$ cat config.mk
export PLATFORM = sky130hd
export DESIGN_NAME = gpio_masked_bank
export DESIGN_NICKNAME = d
export VERILOG_FILES = /design/src/rtl/gpio_bank_pkg.sv /design/src/rtl/gpio_bank_decode.sv /design/src/rtl/gpio_port_reg.sv /design/src/rtl/gpio_in_sync.sv /design/src/rtl/gpio_masked_bank.sv
export SDC_FILE = /design/constraint.sdc
export NUM_CORES = 1
export LEC_CHECK = 0
export BUFFER_PORTS_ARGS = -buffer_cell sky130_fd_sc_hd__buf_2
export CORE_MARGIN = 2
export CORE_UTILIZATION = 45
export CTS_CLUSTER_SIZE = 40
export DETAILED_ROUTE_END_ITERATION = 8
export PLACE_DENSITY = 0.78
export SETUP_SLACK_MARGIN = 0.02
export SLEW_MARGIN = 10
export SYNTH_ARGS = -nofsm -noshare
export SYNTH_HDL_FRONTEND = slang
export SYNTH_SLANG_ARGS = --single-unit
export TNS_END_PERCENT = 10
$ cat constraint.sdc
create_clock -name clk -period 1.9 [get_ports clk]
set_input_delay 0 -clock clk [delete_from_list [all_inputs] [get_ports clk]]
set_output_delay 0 -clock clk [all_outputs]
set_load 0.02 [all_outputs]
$ cat src/rtl/gpio_bank_pkg.sv
// Package: shared register-group codes and address nibbles for the GPIO bank.
// Assumes a byte offset whose bits 7:4 select the register group.
package gpio_bank_pkg;

    typedef enum logic [2:0] {
        GRP_NONE = 3'd0,
        GRP_CFG  = 3'd1,
        GRP_OE   = 3'd2,
        GRP_OUT  = 3'd3,
        GRP_IN   = 3'd4
    } grp_e;

    localparam logic [3:0] NIB_CFG      = 4'h0;
    localparam logic [3:0] NIB_OE       = 4'h1;
    localparam logic [3:0] NIB_OUT      = 4'h2;
    localparam logic [3:0] NIB_IN       = 4'h3;
    localparam logic [3:0] NIB_CFG_MSK  = 4'h8;
    localparam logic [3:0] NIB_OE_MSK   = 4'h9;
    localparam logic [3:0] NIB_OUT_MSK  = 4'hA;

    localparam int NUM_KINDS = 3;

    // Maps a writable register kind index to its group code.
    function automatic grp_e kind_grp(input int k);
        case (k)
            0:       return GRP_CFG;
            1:       return GRP_OE;
            default: return GRP_OUT;
        endcase
    endfunction

endpackage

$ cat src/rtl/gpio_bank_decode.sv
// Address decoder: turns a byte offset into a register group, an alias flag
// and a port index. Assumes at most four ports, with the port in bits 3:2.
// Bits 1:0 are ignored. Unknown groups and ports beyond NUM_PORTS give GRP_NONE.
module gpio_bank_decode
    import gpio_bank_pkg::*;
#(
    parameter int NUM_PORTS = 4,
    parameter int ADDR_W    = 8,
    localparam int PORT_W   = (NUM_PORTS > 1) ? $clog2(NUM_PORTS) : 1
) (
    input  logic [ADDR_W-1:0] addr,
    output grp_e              grp_o,
    output logic              masked_o,
    output logic [PORT_W-1:0] port_o
);

    logic [1:0] port_raw;
    logic       upper_ok;
    logic       port_ok;

    assign port_raw = addr[3:2];
    assign port_o   = port_raw[PORT_W-1:0];
    assign port_ok  = int'(port_raw) < NUM_PORTS;

    generate
        if (ADDR_W > 8) begin : g_upper
            assign upper_ok = (addr[ADDR_W-1:8] == '0);
        end else begin : g_no_upper
            assign upper_ok = 1'b1;
        end
    endgenerate

    // Group decode from the offset nibble.
    always_comb begin
        grp_o    = GRP_NONE;
        masked_o = 1'b0;
        if (upper_ok && port_ok) begin
            case (addr[7:4])
                NIB_CFG:     grp_o = GRP_CFG;
                NIB_OE:      grp_o = GRP_OE;
                NIB_OUT:     grp_o = GRP_OUT;
                NIB_IN:      grp_o = GRP_IN;
                NIB_CFG_MSK: begin grp_o = GRP_CFG; masked_o = 1'b1; end
                NIB_OE_MSK:  begin grp_o = GRP_OE;  masked_o = 1'b1; end
                NIB_OUT_MSK: begin grp_o = GRP_OUT; masked_o = 1'b1; end
                default:     grp_o = GRP_NONE;
            endcase
        end
    end

endmodule

$ cat src/rtl/gpio_port_reg.sv
// One writable port register of PINS bits. A plain write loads all bits from
// wdata[PINS-1:0]. A masked write updates only the bits whose mask bit
// (wdata[PINS+b]) is set. Assumes plain_we and mask_we are never both high.
module gpio_port_reg #(
    parameter int PINS = 8
) (
    input  logic              clk,
    input  logic              rst_n,
    input  logic              plain_we,
    input  logic              mask_we,
    input  logic [2*PINS-1:0] wdata,
    output logic [PINS-1:0]   q
);

    logic [PINS-1:0] upd_mask;
    logic [PINS-1:0] upd_val;

    assign upd_mask = wdata[2*PINS-1:PINS];
    assign upd_val  = wdata[PINS-1:0];

    // Register update: reset, whole-byte load, or per-bit merge.
    always_ff @(posedge clk) begin
        if (!rst_n) begin
            q <= '0;
        end else if (plain_we) begin
            q <= upd_val;
        end else if (mask_we) begin
            q <= (q & ~upd_mask) | (upd_val & upd_mask);
        end
    end

    // a plain write lands in full.
    a_r2_plain_load: assert property (@(posedge clk) disable iff (!rst_n)
        plain_we |=> q == $past(upd_val));

    // masked bits take the new level.
    a_r3_masked_set: assert property (@(posedge clk) disable iff (!rst_n)
        (mask_we && !plain_we) |=> ((q & $past(upd_mask)) == ($past(upd_val) & $past(upd_mask))));

    // unmasked bits hold.
    a_r3_unmasked_hold: assert property (@(posedge clk) disable iff (!rst_n)
        (mask_we && !plain_we) |=> (((q ^ $past(q)) & ~$past(upd_mask)) == '0));

    // no write enable means no change.
    a_r6_idle_hold: assert property (@(posedge clk) disable iff (!rst_n)
        (!mask_we && !plain_we) |=> $stable(q));

endmodule

$ cat src/rtl/gpio_in_sync.sv
// Two-flop synchroniser for the pad inputs. Assumes the pad levels are
// asynchronous to clk and that a two-cycle delay is acceptable to software.
module gpio_in_sync #(
    parameter int WIDTH = 32
) (
    input  logic             clk,
    input  logic             rst_n,
    input  logic [WIDTH-1:0] d,
    output logic [WIDTH-1:0] q
);

    logic [WIDTH-1:0] stage1;
    logic             live_q;

    // Two-stage capture of the pad levels.
    always_ff @(posedge clk) begin
        if (!rst_n) begin
            stage1 <= '0;
            q      <= '0;
        end else begin
            stage1 <= d;
            q      <= stage1;
        end
    end

    // Marks cycles after a reset edge, so that the assertion never looks at pre-reset values.
    always_ff @(posedge clk) begin
        live_q <= rst_n;
    end

    // the second stage follows the first by one cycle.
    a_r5_two_stage: assert property (@(posedge clk) disable iff (!rst_n || !live_q)
        q == $past(stage1));

endmodule

$ cat src/rtl/gpio_masked_bank.sv
// Top of the GPIO bank: decodes register accesses, holds the function-select,
// drive-enable and output-level registers for each port, and synchronises the
// pad inputs. Reads return data one cycle after the request.
// Assumes single-cycle bus accesses with no back-pressure.
module gpio_masked_bank
    import gpio_bank_pkg::*;
#(
    parameter int NUM_PORTS = 4,
    parameter int PINS      = 8,
    parameter int DATA_W    = 32,
    parameter int ADDR_W    = 8
) (
    input  logic                        clk,
    input  logic                        rst_n,
    input  logic                        bus_sel,
    input  logic                        bus_wr,
    input  logic [ADDR_W-1:0]           bus_addr,
    input  logic [DATA_W-1:0]           bus_wdata,
    output logic [DATA_W-1:0]           bus_rdata,
    output logic                        bus_rvalid,
    input  logic [NUM_PORTS*PINS-1:0]   pad_in,
    output logic [NUM_PORTS*PINS-1:0]   pad_out,
    output logic [NUM_PORTS*PINS-1:0]   pad_oe,
    output logic [NUM_PORTS*PINS-1:0]   pad_gpio_sel
);

    localparam int NPINS  = NUM_PORTS * PINS;
    localparam int PORT_W = (NUM_PORTS > 1) ? $clog2(NUM_PORTS) : 1;

    grp_e              dec_grp;
    logic              dec_masked;
    logic [PORT_W-1:0] dec_port;
    logic              wr_req;
    logic              rd_req;
    logic [PINS-1:0]   reg_q [NUM_KINDS][NUM_PORTS];
    logic [NPINS-1:0]  in_sync;
    logic [DATA_W-1:0] rd_word;

    assign wr_req = bus_sel && bus_wr;
    assign rd_req = bus_sel && !bus_wr;

    gpio_bank_decode #(
        .NUM_PORTS (NUM_PORTS),
        .ADDR_W    (ADDR_W)
    ) u_decode (
        .addr     (bus_addr),
        .grp_o    (dec_grp),
        .masked_o (dec_masked),
        .port_o   (dec_port)
    );

    gpio_in_sync #(
        .WIDTH (NPINS)
    ) u_sync (
        .clk   (clk),
        .rst_n (rst_n),
        .d     (pad_in),
        .q     (in_sync)
    );

    // One register per writable kind per port.
    generate
        for (genvar k = 0; k < NUM_KINDS; k++) begin : g_kind
            for (genvar p = 0; p < NUM_PORTS; p++) begin : g_port
                logic hit;
                assign hit = wr_req && (dec_grp == kind_grp(k)) && (int'(dec_port) == p);
                gpio_port_reg #(
                    .PINS (PINS)
                ) u_reg (
                    .clk      (clk),
                    .rst_n    (rst_n),
                    .plain_we (hit && !dec_masked),
                    .mask_we  (hit && dec_masked),
                    .wdata    (bus_wdata[2*PINS-1:0]),
                    .q        (reg_q[k][p])
                );
            end
        end
        for (genvar p = 0; p < NUM_PORTS; p++) begin : g_pads
            assign pad_gpio_sel[p*PINS +: PINS] = reg_q[0][p];
            assign pad_oe[p*PINS +: PINS]       = reg_q[1][p];
            assign pad_out[p*PINS +: PINS]      = reg_q[2][p];
        end
    endgenerate

    // Read mux: picks the addressed port byte and zero-extends it.
    always_comb begin
        rd_word = '0;
        case (dec_grp)
            GRP_CFG: rd_word[PINS-1:0] = reg_q[0][dec_port];
            GRP_OE:  rd_word[PINS-1:0] = reg_q[1][dec_port];
            GRP_OUT: rd_word[PINS-1:0] = reg_q[2][dec_port];
            GRP_IN:  rd_word[PINS-1:0] = in_sync[dec_port*PINS +: PINS];
            default: rd_word = '0;
        endcase
    end

    // Read response register: data and valid one cycle after the request.
    always_ff @(posedge clk) begin
        if (!rst_n) begin
            bus_rdata  <= '0;
            bus_rvalid <= 1'b0;
        end else begin
            bus_rvalid <= rd_req;
            bus_rdata  <= rd_req ? rd_word : '0;
        end
    end

    // writes to the input register leave every output unchanged.
    a_r6_input_write_ignored: assert property (@(posedge clk) disable iff (!rst_n)
        (wr_req && dec_grp == GRP_IN) |=> ($stable(pad_out) && $stable(pad_oe) && $stable(pad_gpio_sel)));

    // a read request is answered on the next cycle.
    a_r7_read_latency: assert property (@(posedge clk) disable iff (!rst_n)
        rd_req |=> bus_rvalid);

    // unmapped reads return zero.
    a_r7_unmapped_zero: assert property (@(posedge clk) disable iff (!rst_n)
        (rd_req && dec_grp == GRP_NONE) |=> bus_rdata == '0);

    // upper read bits are always clear.
    a_r7_upper_zero: assert property (@(posedge clk) disable iff (!rst_n)
        bus_rdata[DATA_W-1:PINS] == '0);

endmodule

* Word level (Yosys, flattened, before mapping)
Cells that the tools add are included.
Operators by class: reductions and logical operators 62, shift-type cells 1, bitwise operators 27, multiplexer cells 36, equal/unequal tests 13, magnitude comparators 1
Operator list (number):
- 2-to-1 mux 8 bit | 30
- bitwise AND 8 bit | 13
- OR 8 bit | 12
- binary-select mux 8 bit (select 2 bit) | 3
- logical AND 1 bit | 41
- one-hot mux 8 bit (4 select lines) | 1
- variable part select 32 x 6 -> 8 bit | 1
- nonzero test 2 bit | 12
- equality test 4 bit, second input constant | 3
- one-hot mux 3 bit (4 select lines) | 1
- equality test 4 x 2 -> 1 bit, second input constant | 2
- inverter 8 bit | 1
- equality test 3 x 2 -> 1 bit, second input constant | 2
- OR reduction 2 bit | 3
- equality test 2 bit, second input constant | 2
- equality test 4 x 1 -> 1 bit, second input constant | 1
- zero test 4 bit | 1
- equality test 3 x 1 -> 1 bit, second input constant | 1
- equality test 3 bit, second input constant | 1
- >= comparator 3 bit, second input constant | 1
- inverter 2 -> 3 bit | 1
- OR reduction 3 bit | 1
- equality test 2 x 1 -> 1 bit, second input constant | 1
- zero test 1 bit | 2
- other kinds (3) | 3
Word-level totals: bits of input ports 76, flip-flop bits (word level) 193

* Logic depth before layout (Yosys ltp)
word-level depth 9, mapped depth 7, depth with buffers taken out 4

* By module
Synthesis repeated with hierarchy kept, for this count alone.
Unflattened totals: cells, all modules 876, area, all modules 8645.8 µm²
By module, submodules not included:
- gpio_port_reg | times used 12, cells each 44, area an instance 420.4 µm²
- gpio_in_sync | times used 1, cells each 134, area an instance 1791.7 µm²
- gpio_masked_bank | times used 1, cells each 206, area an instance 1760.4 µm²
- gpio_bank_decode | times used 1, cells each 8, area an instance 48.8 µm²

* Worst setup path after synthesis
OpenSTA, ideal clock, no wires.
path kind in2reg, from in bus_addr[2], to reg bus_rdata[7], cell stages on the path 7, buffers on the path 3, arrival 1.125 ns, slack 0.656 ns, cells stage by stage buf_4 > buf_4 > buf_2 > mux2i_1 > o22ai_1 > nor3_1 > o21ai_2
On the way: longest elaborated chain between the ends 5, elaborated cells on any way between the ends 12
RTL lines:
- start: declaration | line gpio_masked_bank.sv:17 | input logic [ADDR_W-1:0] bus_addr,
- branches (longest 4 deep; another with variable part select 32 x 6 -> 8 bit)
- one-hot mux 8 bit (4 select lines) * | line gpio_masked_bank.sv:89 | case (dec_grp)
- end signal: assignment | line gpio_masked_bank.sv:105 | bus_rdata <= rd_req ? rd_word : '0;
- end: declaration | line gpio_masked_bank.sv:19 | output logic [DATA_W-1:0] bus_rdata,
Every way passes the cells marked *. The select of a mux whose other input is x is not followed. A chain may end at the register's enable or synchronous reset.

==> metrics.json <==
{
  "hold_class": {"value": "in -> reg"},
  "synth.distinct_cells": {"value": 35},
  "max_slew.worst_pin.slew": {"value": 0.5489, "unit": "ns"},
  "yosysSeqAreaShare": {"value": 0.4801},
  "timing.critical_path.cells": {"value": "dlygate4sd3_1, buf_2, and3b_1, nand3_1, buf_4, o211ai_1, o31ai_1"},
  "yosys.area.top_type_share": {"value": 0.4801},
  "detailedRoute.firstPassIterationCount": {"value": 5},
  "grt_antenna_before_repair": {"value": 3},
  "place.detailed.hpwl": {"value": 13070, "unit": "µm"},
  "design.core.area": {"value": 15260, "unit": "µm²"},
  "synth_seq_cells": {"value": 169},
  "gpl.final_weighted_congestion": {"value": 0.8487},
  "critPathMaxFanout": {"value": 10},
  "maxSlewViolCount": {"value": 0},
  "io_pins": {"value": 205},
  "criticalPathCategory": {"value": "in -> reg"},
  "critical_path.startpoint": {"value": "bus_sel"},
  "relSlewSlack": {"value": 0.6325},
  "syn-cell-area": {"value": 7047, "unit": "µm²"},
  "share_of_total_power_in_sequential_cells": {"value": 0.483},
  "ys_warn_count": {"value": 0},
  "reg2reg_to": {"value": "bus_rdata[3]"},
  "cts_num_sinks": {"value": 169},
  "fin_setup_tns": {"value": 0, "unit": "ns"},
  "initialDrtViolationCount": {"value": 416},
  "avgSynthCellArea": {"value": 10.42, "unit": "µm²"},
  "cts_root_buf": {"value": "sky130_fd_sc_hd__clkbuf_16"},
  "setup_viol_count_final": {"value": 0},
  "die_x": {"value": 129.1, "unit": "µm"},
  "cts_post_setup_buffers_inserted": {"value": 0},
  "filler_cell_count": {"value": 1319},
  "switching_share": {"value": 0.2266},
  "finalCritPeriodShare": {"value": 0.7987},
  "routed-via-count": {"value": 5993},
  "p_clk_frac": {"value": 0.444},
  "detail_route.wl_per_cell": {"value": 17.82, "unit": "µm"},
  "cts_buffers": {"value": 17},
  "synthCells": {"value": 676},
  "clock_latency_on_the_worst_skew_pair": {"value": 0.43, "unit": "ns"},
  "setup_repair_after_global_routing_missed_its_margin": {"value": "false"},
  "synth_area_leader": {"value": "sky130_fd_sc_hd__dfxtp_1"},
  "worstPathRequired": {"value": 2.20, "unit": "ns"},
  "cts.repair.resized": {"value": 0},
  "internal_power_of_the_cells": {"value": 5.824, "unit": "mW"},
  "start_util": {"value": 0.4618},
  "maxCapViolCount": {"value": 0},
  "detail-route-antenna-nets": {"value": 0},
  "synthFlopType": {"value": "sky130_fd_sc_hd__dfxtp_1"},
  "hold_viol_final": {"value": 0},
  "postLayoutCoreUtil": {"value": 0.5811},
  "run_status": {"value": "completed"},
  "power.density_cell_area": {"value": 849.2, "unit": "nW/µm²"},
  "final_design_area_no_fill": {"value": 8867, "unit": "µm²"},
  "whs": {"value": 0.05732, "unit": "ns"},
  "post-route-worst-setup-slack": {"value": 0.3825, "unit": "ns"},
  "die_height": {"value": 129.1, "unit": "µm"},
  "regToRegSetupSlack": {"value": 0.67, "unit": "ns"},
  "yosys-top-cells-area": {"value": "sky130_fd_sc_hd__dfxtp_1 (48%), sky130_fd_sc_hd__o211ai_1 (10%), sky130_fd_sc_hd__o31ai_1 (10%), sky130_fd_sc_hd__mux2i_1 (6.8%), sky130_fd_sc_hd__and2_1 (5.9%)"},
  "clk_pin_slew_worst_paths": {"value": 0.06, "unit": "ns"},
  "cts_hold_buf": {"value": 35},
  "cp-end-kind": {"value": "flip-flop"},
  "critical_path.startpoint_type": {"value": "input port"},
  "finalWirelength": {"value": 19160, "unit": "µm"},
  "power.share.combinational": {"value": 0.073},
  "design.die.area": {"value": 16680, "unit": "µm²"},
  "worst_path_max_delay_cell": {"value": "sky130_fd_sc_hd__dlygate4sd3_1"},
  "syn2layout_area_growth": {"value": 25.83, "unit": "%"},
  "synth_top_cells_by_count": {"value": "sky130_fd_sc_hd__dfxtp_1 (169), sky130_fd_sc_hd__o211ai_1 (96), sky130_fd_sc_hd__o31ai_1 (96), sky130_fd_sc_hd__and2_1 (66), sky130_fd_sc_hd__mux2i_1 (48)"},
  "dpl_worst_slack": {"value": 0.2901, "unit": "ns"},
  "net-switching-power": {"value": 1.706, "unit": "mW"},
  "remaining_overflow_grt": {"value": 0},
  "cts-htree-levels": {"value": 4},
  "clock_skew_after_layout": {"value": 0.006664, "unit": "ns"},
  "max_freq": {"value": 659.0, "unit": "MHz"},
  "viasPerCell": {"value": 5.575},
  "period_minus_slack": {"value": 1.517, "unit": "ns"},
  "cts_tree": {"value": "built"},
  "p_leak": {"value": 3.694, "unit": "nW"},
  "rr_worst_depth": {"value": 4},
  "postSynth.asyncResetShare": {"value": 0},
  "clock_path_buffers": {"value": 2},
  "first_global_vias": {"value": 5648},
  "placement.cell_area": {"value": 7935, "unit": "µm²"},
  "critPathArrivalTime": {"value": 1.82, "unit": "ns"},
  "rows": {"value": 45},
  "drc_violations_left": {"value": 0},
  "globalRouteTotalUtil": {"value": 0.2334},
  "post_route_cells_drive_above_1_share": {"value": 0.2846},
  "input_output_buffers": {"value": 162},
  "peakVddDrop": {"value": 0.6506, "unit": "mV"},
  "num-nets-final": {"value": 926},
  "synth_most_common_cell": {"value": "sky130_fd_sc_hd__dfxtp_1"},
  "first_pass_grt_wire_length": {"value": 30020, "unit": "µm"},
  "maximum_number_of_pins_on_one_net_before_global_route_repair": {"value": 45},
  "cp_peak_stage_delay": {"value": 0.52, "unit": "ns"},
  "synth_edf_count": {"value": 0}
}
[layer usage]
metal / vias to the layer above / share of wire / GRT usage
li1: 2869 / - / -
met1: 2857 / 0.43 / 0.3051
met2: 236 / 0.48 / 0.3755
met3: 31 / 0.068 / 0.05863
met4: 0 / 0.024 / 0.08504
met5: - / 0 / 0
[stage by stage]
step | total power, mW | instances
2_1_floorplan | 4.085 | 699
3_3_place_gp | 4.191 | 1007
3_5_place_dp | 4.197 | 1007
4_1_cts | 7.567 | 1072
5_1_grt | 7.790 | 1075
6_report | 7.530 | 1075
[layout make-up]
cell class	count	area, µm²	share of cell area
sequential	169	3383	0.3815
multi-input combinational	431	3208	0.3618
timing repair buffer	230	1426	0.1609
clock buffer	23	508.0	0.05729
tap	211	264.0	0.02977
clock inverter	7	66.31	0.007478
antenna	3	7.507	0.0008466
inverter	1	3.754	0.0004233
[how the worst min path moves through the flow]
stage / from / slack (ns) / endpoint / cells after the start
2_1_floorplan: pad_in[0] / 0.13 / u_sync.stage1[0] / 1
3_3_place_gp: pad_in[5] / 0.21 / u_sync.stage1[5] / 2
3_5_place_dp: pad_in[18] / 0.21 / u_sync.stage1[18] / 2
4_1_cts: rst_n / 0.05 / u_sync.stage1[1] / 2
5_1_grt: rst_n / 0.08 / u_sync.stage1[5] / 2
6_report: rst_n / 0.06 / u_sync.q[13] / 2
[cell families (layout without fill, tap and decap cells)]
| family | after synthesis | count (layout) | synth area share |
|---|---|---|---|
| AO/OA/AOI/OAI | 225 | 225 | 0.2333 |
| buffers and inverters | 99 | 261 | 0.07688 |
| flip-flops | 169 | 169 | 0.4801 |
| multiplexers | 56 | 56 | 0.09375 |
| other | 1 | 27 | 0.0005322 |
| AND/OR/NAND/NOR | 126 | 126 | 0.1154 |
[cell usage in the layout (no fill, tap or decap), types with 2 or more instances in the layout]
master / synthesis / final
sky130_fd_sc_hd__buf_2: 37 / 160
sky130_fd_sc_hd__nor2b_1: 2 / 2
sky130_fd_sc_hd__clkbuf_16: 0 / 17
sky130_fd_sc_hd__nand3_1: 9 / 9
sky130_fd_sc_hd__o22ai_1: 24 / 24
sky130_fd_sc_hd__nand4_1: 3 / 3
sky130_fd_sc_hd__o31ai_1: 96 / 96
sky130_fd_sc_hd__diode_2: 0 / 3
sky130_fd_sc_hd__mux2i_1: 48 / 48
sky130_fd_sc_hd__and2_1: 66 / 66
sky130_fd_sc_hd__mux4_2: 8 / 8
sky130_fd_sc_hd__nor2_1: 2 / 2
sky130_fd_sc_hd__dfxtp_1: 169 / 169
sky130_fd_sc_hd__nor3_1: 8 / 8
sky130_fd_sc_hd__conb_1: 1 / 24
sky130_fd_sc_hd__o21ai_1: 7 / 7
sky130_fd_sc_hd__o211ai_1: 96 / 96
sky130_fd_sc_hd__nor3_2: 7 / 7
sky130_fd_sc_hd__or4b_1: 3 / 3
sky130_fd_sc_hd__dlygate4sd3_1: 0 / 35
sky130_fd_sc_hd__clkinv_2: 0 / 4
sky130_fd_sc_hd__clkbuf_8: 0 / 6
sky130_fd_sc_hd__nand2_1: 16 / 16
sky130_fd_sc_hd__buf_4: 29 / 34
[critical path, delay by kind of cell]
kind | cells | cell delay (ns)
AOI/OAI and AO/OA | 2 | 0.25
and+or+nand+nor | 2 | 0.63
buffers and inverters | 3 | 0.93
[power by group through the flow]
stage | Sequential (mW) | Combinational [mW] | Clock, mW
floorplan | 3.72 | 0.367 | 0
global placement | 3.71 | 0.479 | 0
detailed placement | 3.71 | 0.482 | 0
CTS | 3.64 | 0.538 | 3.39
global route | 3.64 | 0.594 | 3.55
finish | 3.64 | 0.551 | 3.34
Power figures use the tool's default switching activity.
